$ cat src/rtl/morph_pkg.sv
package morph_pkg;

  localparam int SPAN_BITS = 8;
  typedef logic [SPAN_BITS-1:0] span_t;

  // Result of one run-counter step.
  typedef struct packed {
    span_t cnt;
    logic  hit;
  } run_t;

  // Legal element size: 0 becomes 1, anything above the ceiling becomes the ceiling.
  function automatic span_t fit_size(span_t req, span_t ceiling);
    if (req == '0) return span_t'(1);
    if (req > ceiling) return ceiling;
    return req;
  endfunction

  // Number of window positions before the centre.
  function automatic span_t lead_of(span_t size);
    return (size - span_t'(1)) >> 1;
  endfunction

  // Number of window positions after the centre.
  function automatic span_t trail_of(span_t size);
    return size >> 1;
  endfunction

  // One step of a run counter. A zero clears the run and a one extends it.
  // Reaching the limit gives a hit, and the counter reloads to limit-1.
  function automatic run_t run_advance(span_t prev, logic b, span_t limit);
    run_t  r;
    span_t grown;
    grown = b ? prev + span_t'(1) : '0;
    r.hit = (grown >= limit);
    r.cnt = r.hit ? limit - span_t'(1) : grown;
    return r;
  endfunction

endpackage

$ cat src/rtl/morph_scan.sv
module morph_scan
  import morph_pkg::*;
#(
  parameter int LINE_W  = 16,
  parameter int FRAME_H = 10,
  parameter int MAX_W   = 5,
  parameter int MAX_H   = 5,
  localparam int XW = $clog2(LINE_W + MAX_W / 2 + 1),
  localparam int YW = $clog2(FRAME_H + MAX_H / 2 + 1)
) (
  input  logic          clk,
  input  logic          rst_n,
  input  logic          in_valid,
  input  span_t         req_w,
  input  span_t         req_h,
  input  logic          req_dil,
  output logic          step,
  output logic          ready,
  output logic          pad_pos,
  output logic          west_edge,
  output logic          north_edge,
  output logic          col_ok,
  output logic          row_ok,
  output logic [XW-1:0] cx,
  output span_t         w_eff,
  output span_t         h_eff,
  output span_t         lead_w,
  output span_t         lead_h,
  output logic          dil_eff
);

  logic [XW-1:0] x_q;
  logic [YW-1:0] y_q;
  span_t         w_q, h_q;
  logic          dil_q;

  logic  origin;
  logic  last_x, last_y;
  span_t w_in, h_in, r_pad, b_pad;

  assign origin = (x_q == '0) && (y_q == '0);
  assign w_in   = fit_size(req_w, span_t'(MAX_W));
  assign h_in   = fit_size(req_h, span_t'(MAX_H));

  // At the frame origin, the settings on the inputs are the ones used.
  assign w_eff   = origin ? w_in : w_q;
  assign h_eff   = origin ? h_in : h_q;
  assign dil_eff = origin ? req_dil : dil_q;

  assign r_pad  = trail_of(w_eff);
  assign b_pad  = trail_of(h_eff);
  assign lead_w = lead_of(w_eff);
  assign lead_h = lead_of(h_eff);

  // Boundary events
  assign west_edge  = (x_q == '0);
  assign north_edge = (y_q == '0);
  assign pad_pos    = (x_q >= XW'(LINE_W)) || (y_q >= YW'(FRAME_H));
  assign ready      = !pad_pos;
  assign step       = pad_pos || in_valid;

  assign col_ok = (x_q >= XW'(r_pad));
  assign row_ok = (y_q >= YW'(b_pad));
  assign cx     = x_q - XW'(r_pad);

  assign last_x = (x_q == XW'(LINE_W - 1) + XW'(r_pad));
  assign last_y = (y_q == YW'(FRAME_H - 1) + YW'(b_pad));

  always_ff @(posedge clk or negedge rst_n) begin
    if (!rst_n) begin
      x_q   <= '0;
      y_q   <= '0;
      w_q   <= span_t'(1);
      h_q   <= span_t'(1);
      dil_q <= 1'b0;
    end else if (step) begin
      if (origin) begin
        w_q   <= w_in;
        h_q   <= h_in;
        dil_q <= req_dil;
      end
      if (last_x) begin
        x_q <= '0;
        y_q <= last_y ? '0 : y_q + YW'(1);
      end else begin
        x_q <= x_q + XW'(1);
      end
    end
  end

  // a padding position moves the scan on without any input.
  a_r2_flush_advances: assert property (@(posedge clk) disable iff (!rst_n)
    pad_pos |=> (x_q != $past(x_q)) || (y_q != $past(y_q)));

  // the captured settings stay the same away from the frame origin.
  a_r3_cfg_frozen: assert property (@(posedge clk) disable iff (!rst_n)
    !origin |=> $stable(w_q) && $stable(h_q) && $stable(dil_q));

  // the captured sizes are always in the legal range.
  a_r3_size_legal: assert property (@(posedge clk) disable iff (!rst_n)
    (w_q >= span_t'(1)) && (w_q <= span_t'(MAX_W)) &&
    (h_q >= span_t'(1)) && (h_q <= span_t'(MAX_H)));

endmodule

$ cat src/rtl/morph_row_pass.sv
module morph_row_pass
  import morph_pkg::*;
#(
  parameter int MAX_W = 5
) (
  input  logic  clk,
  input  logic  rst_n,
  input  logic  step,
  input  logic  west_edge,
  input  logic  bit_in,
  input  span_t size_w,
  input  span_t lead_w,
  output logic  hit
);

  span_t cnt_q;
  run_t  nx;
  logic  last_hit_q;

  // At the start of a line, the west padding supplies lead_w ones.
  always_comb nx = run_advance(west_edge ? lead_w : cnt_q, bit_in, size_w);
  assign hit = nx.hit;

  always_ff @(posedge clk or negedge rst_n) begin
    if (!rst_n) begin
      cnt_q      <= '0;
      last_hit_q <= 1'b0;
    end else if (step) begin
      cnt_q      <= nx.cnt;
      last_hit_q <= nx.hit;
    end
  end

  // once a run has reached the width, each further one is still a hit.
  a_r8_run_sustained: assert property (@(posedge clk) disable iff (!rst_n)
    (step && bit_in && !west_edge && last_hit_q) |-> hit);

  // the reload keeps the stored run below the widest element.
  a_r4_count_capped: assert property (@(posedge clk) disable iff (!rst_n)
    cnt_q < span_t'(MAX_W));

endmodule

$ cat src/rtl/morph_col_pass.sv
module morph_col_pass
  import morph_pkg::*;
#(
  parameter int LINE_W = 16,
  parameter int XW     = 5,
  localparam int AW    = (LINE_W > 1) ? $clog2(LINE_W) : 1
) (
  input  logic          clk,
  input  logic          rst_n,
  input  logic          step,
  input  logic          col_ok,
  input  logic [XW-1:0] cx,
  input  logic          north_edge,
  input  logic          s1_hit,
  input  span_t         size_h,
  input  span_t         lead_h,
  output logic          hit
);

  span_t       cnt_mem [LINE_W];
  logic [AW-1:0] idx;
  span_t       stored;
  run_t        nx;

  assign idx    = cx[AW-1:0];
  assign stored = cnt_mem[idx];

  // On the first line, the north padding supplies lead_h ones.
  always_comb nx = run_advance(north_edge ? lead_h : stored, s1_hit, size_h);
  assign hit = nx.hit;

  // One read and one write of the column counter per step.
  always_ff @(posedge clk) begin
    if (step && col_ok) cnt_mem[idx] <= nx.cnt;
  end

  // every column written has a place in the line memory.
  a_r1_col_in_range: assert property (@(posedge clk) disable iff (!rst_n)
    col_ok |-> (cx < XW'(LINE_W)));

  // a column sitting one short of the height completes on another hit.
  a_r8_column_completes: assert property (@(posedge clk) disable iff (!rst_n)
    (step && col_ok && !north_edge && s1_hit && (stored == size_h - span_t'(1))) |-> hit);

endmodule

$ cat src/rtl/morph_rect.sv
module morph_rect
  import morph_pkg::*;
#(
  parameter int LINE_W  = 16,
  parameter int FRAME_H = 10,
  parameter int MAX_W   = 5,
  parameter int MAX_H   = 5,
  localparam int WB = $clog2(MAX_W + 1),
  localparam int HB = $clog2(MAX_H + 1)
) (
  input  logic          clk,
  input  logic          rst_n,
  input  logic          mode_dilate,
  input  logic [WB-1:0] se_w,
  input  logic [HB-1:0] se_h,
  input  logic          in_valid,
  input  logic          in_bit,
  output logic          in_ready,
  output logic          out_valid,
  output logic          out_bit
);

  localparam int XW = $clog2(LINE_W + MAX_W / 2 + 1);

  logic          step, pad_pos, west_edge, north_edge, col_ok, row_ok, dil_eff;
  logic [XW-1:0] cx;
  span_t         w_eff, h_eff, lead_w, lead_h;
  logic          pix_e, s1_hit, s2_hit;

  morph_scan #(
    .LINE_W (LINE_W),
    .FRAME_H(FRAME_H),
    .MAX_W  (MAX_W),
    .MAX_H  (MAX_H)
  ) i_scan (
    .clk       (clk),
    .rst_n     (rst_n),
    .in_valid  (in_valid),
    .req_w     (span_t'(se_w)),
    .req_h     (span_t'(se_h)),
    .req_dil   (mode_dilate),
    .step      (step),
    .ready     (in_ready),
    .pad_pos   (pad_pos),
    .west_edge (west_edge),
    .north_edge(north_edge),
    .col_ok    (col_ok),
    .row_ok    (row_ok),
    .cx        (cx),
    .w_eff     (w_eff),
    .h_eff     (h_eff),
    .lead_w    (lead_w),
    .lead_h    (lead_h),
    .dil_eff   (dil_eff)
  );

  // The padding is 1 in the erosion domain. Dilation inverts the data on the way in.
  assign pix_e = pad_pos ? 1'b1 : (in_bit ^ dil_eff);

  morph_row_pass #(
    .MAX_W(MAX_W)
  ) i_row (
    .clk      (clk),
    .rst_n    (rst_n),
    .step     (step),
    .west_edge(west_edge),
    .bit_in   (pix_e),
    .size_w   (w_eff),
    .lead_w   (lead_w),
    .hit      (s1_hit)
  );

  morph_col_pass #(
    .LINE_W(LINE_W),
    .XW    (XW)
  ) i_col (
    .clk       (clk),
    .rst_n     (rst_n),
    .step      (step),
    .col_ok    (col_ok),
    .cx        (cx),
    .north_edge(north_edge),
    .s1_hit    (s1_hit),
    .size_h    (h_eff),
    .lead_h    (lead_h),
    .hit       (s2_hit)
  );

  // The output is inverted back for dilation.
  always_ff @(posedge clk or negedge rst_n) begin
    if (!rst_n) begin
      out_valid <= 1'b0;
      out_bit   <= 1'b0;
    end else begin
      out_valid <= step && col_ok && row_ok;
      if (step) out_bit <= s2_hit ^ dil_eff;
    end
  end

  // every result follows a scan step by one clock.
  a_r1_out_needs_step: assert property (@(posedge clk) disable iff (!rst_n)
    out_valid |-> $past(step));

endmodule

$ cat config.mk
export PLATFORM = sky130hd
export DESIGN_NAME = morph_rect
export DESIGN_NICKNAME = d
export VERILOG_FILES = /design/src/rtl/morph_pkg.sv /design/src/rtl/morph_scan.sv /design/src/rtl/morph_row_pass.sv /design/src/rtl/morph_col_pass.sv /design/src/rtl/morph_rect.sv
export SDC_FILE = /design/constraint.sdc
export NUM_CORES = 1
export LEC_CHECK = 0
export BUFFER_PORTS_ARGS = -buffer_cell sky130_fd_sc_hd__buf_2
export CORE_MARGIN = 1
export CORE_UTILIZATION = 50
export DETAILED_ROUTE_END_ITERATION = 10
export PLACE_DENSITY = 0.69
export SKIP_CTS_REPAIR_TIMING = 1
export SLEW_MARGIN = 20
export SYNTH_ARGS = -nofsm -noshare
export SYNTH_HDL_FRONTEND = slang
export SYNTH_SLANG_ARGS = --single-unit
$ cat constraint.sdc
create_clock -name clk -period 6.8 [get_ports clk]
set_input_delay 1.02 -clock clk [delete_from_list [all_inputs] [get_ports clk]]
set_output_delay 1.02 -clock clk [all_outputs]
set_load 0.01 [all_outputs]
[Yosys cells after proc, flatten, opt, wreduce, memory -nomap -nowiden]
Memory sizes are Yosys's and may differ from the RTL's.
Index checks and enable logic that the tools add are counted.
Widths: inputs -> output; s select.
Word-level totals
  memory bits (read-only): 0
  bits in writable memories: 128
  register bits: 36
  output and inout bits: 3
  memories: 1
  logic and storage cells: 69
  latch bits: 0
Operators by class
  add/sub/neg operators: 9
  multipliers: 0
  bitwise gates (word level): 2
  shift operators: 0
  div/mod/pow operators: 0
  eq/ne operators: 2
  $lt $le $gt $ge: 8
  multiplexer cells: 28
  reductions and logical operators: 11
Memories
  i_col.cnt_mem: words 16, bits a word 8, read ports 1, clocked after Yosys merged registers in 0, wr ports 1, line morph_col_pass.sv:20  | span_t cnt_mem [LINE_W];
Operator list (count)
  $mux 8: 16
  $add 8x1->8 const B: 2
  $ge 8x8->1: 2
  $logic_not 8->1: 2
  $sub 8x1->8 const B: 2
  $mux 1: 10
  $gt 3x3->1 const B: 2
  $add 4x5->5 const A: 1
  $add 5x1->5 const B: 1
  $eq 5x5->1: 1
  $ge 5x5->1: 1
  $ge 5x5->1 const B: 1
  $logic_not 5->1: 1
  $mux 5: 1
  $add 4x1->4 const B: 1
  $add 4x4->4 const A: 1
  $eq 4x4->1: 1
  $ge 4x4->1: 1
  $ge 4x4->1 const B: 1
  $logic_not 4->1: 1
  $mux 4: 1
  $sub 4x4->4: 1
  $logic_and 1x1->1: 3
  $logic_or 1x1->1: 2
  other kinds (3): 4

[Depth between registers and ports, before layout]
  depth in word-level cells: 14
  depth in mapped cells: 34
  depth with buffers taken out: 30

[Cells and area by module]
Synthesis repeated with hierarchy kept, for this count alone.
Unflattened totals
  cell total of the unflattened synthesis: 751
  area total of the unflattened synthesis: 9178.8 um^2
By module, submodules not included
  morph_col_pass: area an instance 5904.4 um^2, cells each 367, seq. area each 3843.7 um^2, instances 1
  morph_scan: area an instance 2185.8 um^2, cells each 255, seq. area each 653.1 um^2, instances 1
  morph_row_pass: area an instance 996.0 um^2, cells each 120, seq. area each 200.2 um^2, instances 1
  morph_rect: area an instance 92.6 um^2, cells each 9, seq. area each 50.0 um^2, instances 1

[Least setup slack after synthesis]
OpenSTA, ideal clock, no wires.
  path type: register to register
  start: reg i_scan.x_q[1]
  end: mem i_col.cnt_mem[0][3] (netlist bit) (data pin)
  data required time: 6459 ps
  slack: -565 ps
  buffers on the path: 5
  arrival: 7024 ps
  cell stages (with the launch flop): 30
  cells stage by stage: dfrtp_1 -> inv_1 -> ha_1 -> nor4b_1 -> nand2_1 -> clkbuf_1 -> buf_1 -> a21oi_1 -> ha_1 -> nor3b_1 -> nor3b_1 -> xnor2_1 -> o21ai_0 -> o21ai_1 -> or4b_4 -> xnor2_1 -> nor2_1 -> ha_1 -> or3_1 -> o22a_1 -> clkbuf_1 -> clkbuf_1 -> and2_1 -> ha_1 -> nor2b_1 -> o21ai_0 -> a21o_1 -> a21oi_1 -> clkbuf_1 -> o31ai_1
RTL lines
  from (decl): line morph_scan.sv:32  | logic [XW-1:0] x_q;
  from (signal assigned): line morph_scan.sv:86  | x_q <= x_q + XW'(1);
  to (decl): line morph_col_pass.sv:20

==> flow_summary.toml <==
[critical_path]
largest_stage_delay_worst_path_ns = 0.53
worst_path_most_repeated_cell = "sky130_fd_sc_hd__ha_1"
setup.worst_path.class = "reg2reg"
reg2reg_depth = 30
timing.critical_path.to_type = "flip-flop"
timing.critical_path.arrival_ns = 6.68
crit_path_max_fanout = 16
crit_slowest_cell = "sky130_fd_sc_hd__or4b_4"
crit_required_ns = 6.96
critPathLaunchType = "flip-flop"

[timing]
report.final.slew_viol_count = 0
slew_headroom_pct = 43.4
fmax_ghz = 0.153
fin_worst_skew_ns = 0.00957
post-route-period-util_pct = 96.0
worstMarginPinSlew_ns = 0.849
tns_ns = 0
finalHoldViolCount = 0
finalWorstSetupSlack_ns = 0.272
layout_min_cycle_time_ns = 6.53
count_of_final_setup_violators = 0

[drt]
drtAntennaViolNets = 0
drt-total-wl_mm = 21.4
wl_per_cell_um = 21.2
detailroute.via_count = 6152
drcViolationCount = 0
dr.first_iter.drc_count = 491
detailedRoute.firstPassIterationCount = 5
post_drt_via_cell_ratio = 6.09

[clocking]
clk_pin_slew_worst_paths_ns = 0.07
cts_buffer_depth = 2
cts_buffers = 17
clock_insertion_delay_worst_skew_ns = 0.42
clock_tree.htree_level_count = 4
tritoncts = "yes"
tritoncts_num_sinks = 164
cts-root-buf = "sky130_fd_sc_hd__clkbuf_16"

[die]
die_x_um = 135
core_area_sq_mm = 0.0172
row_count = 48
initial_core_util_pct = 51.0
die_y_um = 135
dieArea_sq_mm = 0.0181
num_io_pins = 14

[placed_design]
gpl.final_weighted_congestion = 0.904
placement_stage_worst_setup_slack_ns = 0.0406
hpwlAfterDp_mm = 14.9
postPlaceCellArea_sq_mm = 0.00954
placedCellCount = 972
numPortBuffers = 13

[yosys]
yosysMostFrequentCell = "sky130_fd_sc_hd__edfxtp_1"
area_of_the_mapped_netlist_sq_mm = 0.00879
synth.ff_latch_count = 164
synth-edff-count = 128
synth.yosys.seq_area_share_pct = 54.0
yosysWarningCount = 0
syn_area_cell_sq_um = 12.4
unique_masters_post_synth = 70
yosys.area.top_type = "sky130_fd_sc_hd__edfxtp_1"
synth-async-reset-ratio_pct = 22.0
synthesis.nets = 761
synth_top_cell_area_share_pct = 43.7
post_synth_most_frequent_cells = "sky130_fd_sc_hd__edfxtp_1, sky130_fd_sc_hd__nand2_1, sky130_fd_sc_hd__nor2_1"
ys_dominant_reg_cell = "sky130_fd_sc_hd__edfxtp_1"
synthTopCellsByArea = "sky130_fd_sc_hd__edfxtp_1, sky130_fd_sc_hd__dfrtp_1, sky130_fd_sc_hd__mux4_2"
synth_cells = 710

[worst_hold_path]
hp-class = "reg2reg"
hold_path_depth = 2

[layout]
insertedDiodeCount = 0
nNetsFinal = 824
layout.cells.non_filler = 1010
drive_gt1_share_pct = 24.2
multi_input_area_sq_mm = 0.00406
nFillCells = 1377
layout.cell_area.non_filler_sq_mm = 0.0103
sequential_cell_area_sq_mm = 0.00475
syn2layout_area_growth_pct = 17.4

[global_routing]
grt_pass1_wl_mm = 33.7
grt_pass1_vias = 6139
gr-usage-all-layers_pct = 25.1
antenna_found_initial = 0
grt_max_degree = 37
grt_remaining_overflow = 0

[outcome]
outcome = "finished clean"

[job]
maxCapViolations = 0
==> path summary, 6_finish.rpt <==
path                                                start                            end  slack, ns
worst max-delay path            i_scan.x_q[0]$_DFFE_PN0N_  i_col.cnt_mem[5][6]$_DFFE_PP_       0.27
worst min-delay path                  out_bit$_DFFE_PN0N_            out_bit$_DFFE_PN0N_       0.48
worst max register to register  i_scan.x_q[0]$_DFFE_PN0N_  i_col.cnt_mem[5][6]$_DFFE_PP_       0.27
worst min register to register        out_bit$_DFFE_PN0N_            out_bit$_DFFE_PN0N_       0.48
max in group asynchronous                           rst_n     i_row.cnt_q[7]$_DFFE_PN0N_       5.55
min in group asynchronous                           rst_n      i_scan.y_q[3]$_DFFE_PN0P_       0.70
==> routing by layer <==
| layer | wire [um] | up-vias | track usage (%) |
|---|---|---|---|
| met5 | 0 | - | 0 |
| met1 | 9270 | 3058 | 33.2 |
| li1 | - | 2820 | - |
| met2 | 10400 | 228 | 40.3 |
| met4 | 670 | 0 | 12.8 |
| met3 | 1050 | 46 | 4.32 |
==> registers in the layout, indices dropped and copies added (netlist names) <==
| signal | count |
|---|---|
| i_col.cnt_mem | 128 |
| i_row.cnt_q | 8 |
| i_scan.dil_q | 1 |
| i_scan.h_q | 8 |
| i_scan.w_q | 8 |
| i_scan.x_q | 5 |
| i_scan.y_q | 4 |
| out_bit | 1 |
| out_valid | 1 |
==> stage by stage <==
stage / hold slack, ns / util [%]
floorplan: 0.449 / -
global placement: 0.461 / 55.3
detailed placement: 0.466 / 55.3
CTS: 0.482 / 58.6
global route: 0.496 / 59.9
finish: 0.479 / 59.9
==> worst max-delay path, delay by kind of cell (launching register included) <==
kind | cells | cell delay [ns]
buf+inv | 3 | 0.52
simple gates | 10 | 2.15
fa+ha+maj | 4 | 0.91
compound gates | 12 | 2.09
flops | 1 | 0.42
xor+xnor | 1 | 0.19
==> cell usage in the layout (no fill, tap or decap), types with 4 or more instances in the layout <==
cell	count
sky130_fd_sc_hd__nor4_1	8
sky130_fd_sc_hd__nand3_1	14
sky130_fd_sc_hd__nand2_1	59
sky130_fd_sc_hd__a21oi_4	4
sky130_fd_sc_hd__and3_1	11
sky130_fd_sc_hd__nor3_1	22
sky130_fd_sc_hd__o22ai_1	5
sky130_fd_sc_hd__inv_1	14
sky130_fd_sc_hd__nand2b_1	10
sky130_fd_sc_hd__nor2b_1	16
sky130_fd_sc_hd__nand4_1	4
sky130_fd_sc_hd__o211ai_1	5
sky130_fd_sc_hd__ha_1	38
sky130_fd_sc_hd__a21oi_1	28
sky130_fd_sc_hd__o21ai_1	4
sky130_fd_sc_hd__mux2i_1	10
sky130_fd_sc_hd__edfxtp_1	128
sky130_fd_sc_hd__xor2_1	17
sky130_fd_sc_hd__buf_4	64
sky130_fd_sc_hd__o21ai_0	27
sky130_fd_sc_hd__a211oi_1	7
sky130_fd_sc_hd__mux4_2	33
sky130_fd_sc_hd__a21o_1	12
sky130_fd_sc_hd__xnor2_1	19
sky130_fd_sc_hd__buf_2	14
sky130_fd_sc_hd__or2_2	8
sky130_fd_sc_hd__and2_1	7
sky130_fd_sc_hd__or3_1	7
sky130_fd_sc_hd__a31oi_1	6
sky130_fd_sc_hd__clkbuf_16	17
sky130_fd_sc_hd__nor2_1	44
sky130_fd_sc_hd__dfrtp_1	34
==> kinds of logic after synthesis <==
| logic type | share of synthesized area, % |
|---|---|
| simple gates | 14.1 |
| xor+xnor | 3.69 |
| fa+ha+maj | 5.78 |
| mux | 10.1 |
| compound gates | 9.92 |
| buf+inv | 2.46 |
| flops | 54.0 |
==> final cells by class <==
type | instances | share of cell area (%)
repair buffers | 82 | 6.02
well taps | 225 | 2.73
flip-flops and latches | 164 | 46.0
clock inverters | 12 | 1.18
clock buffers | 19 | 4.19
multi-input cells | 494 | 39.4
inverters | 14 | 0.509
Power is not shown: default switching activity piles up to over one toggle a cycle in this logic, so the estimate is an artifact.
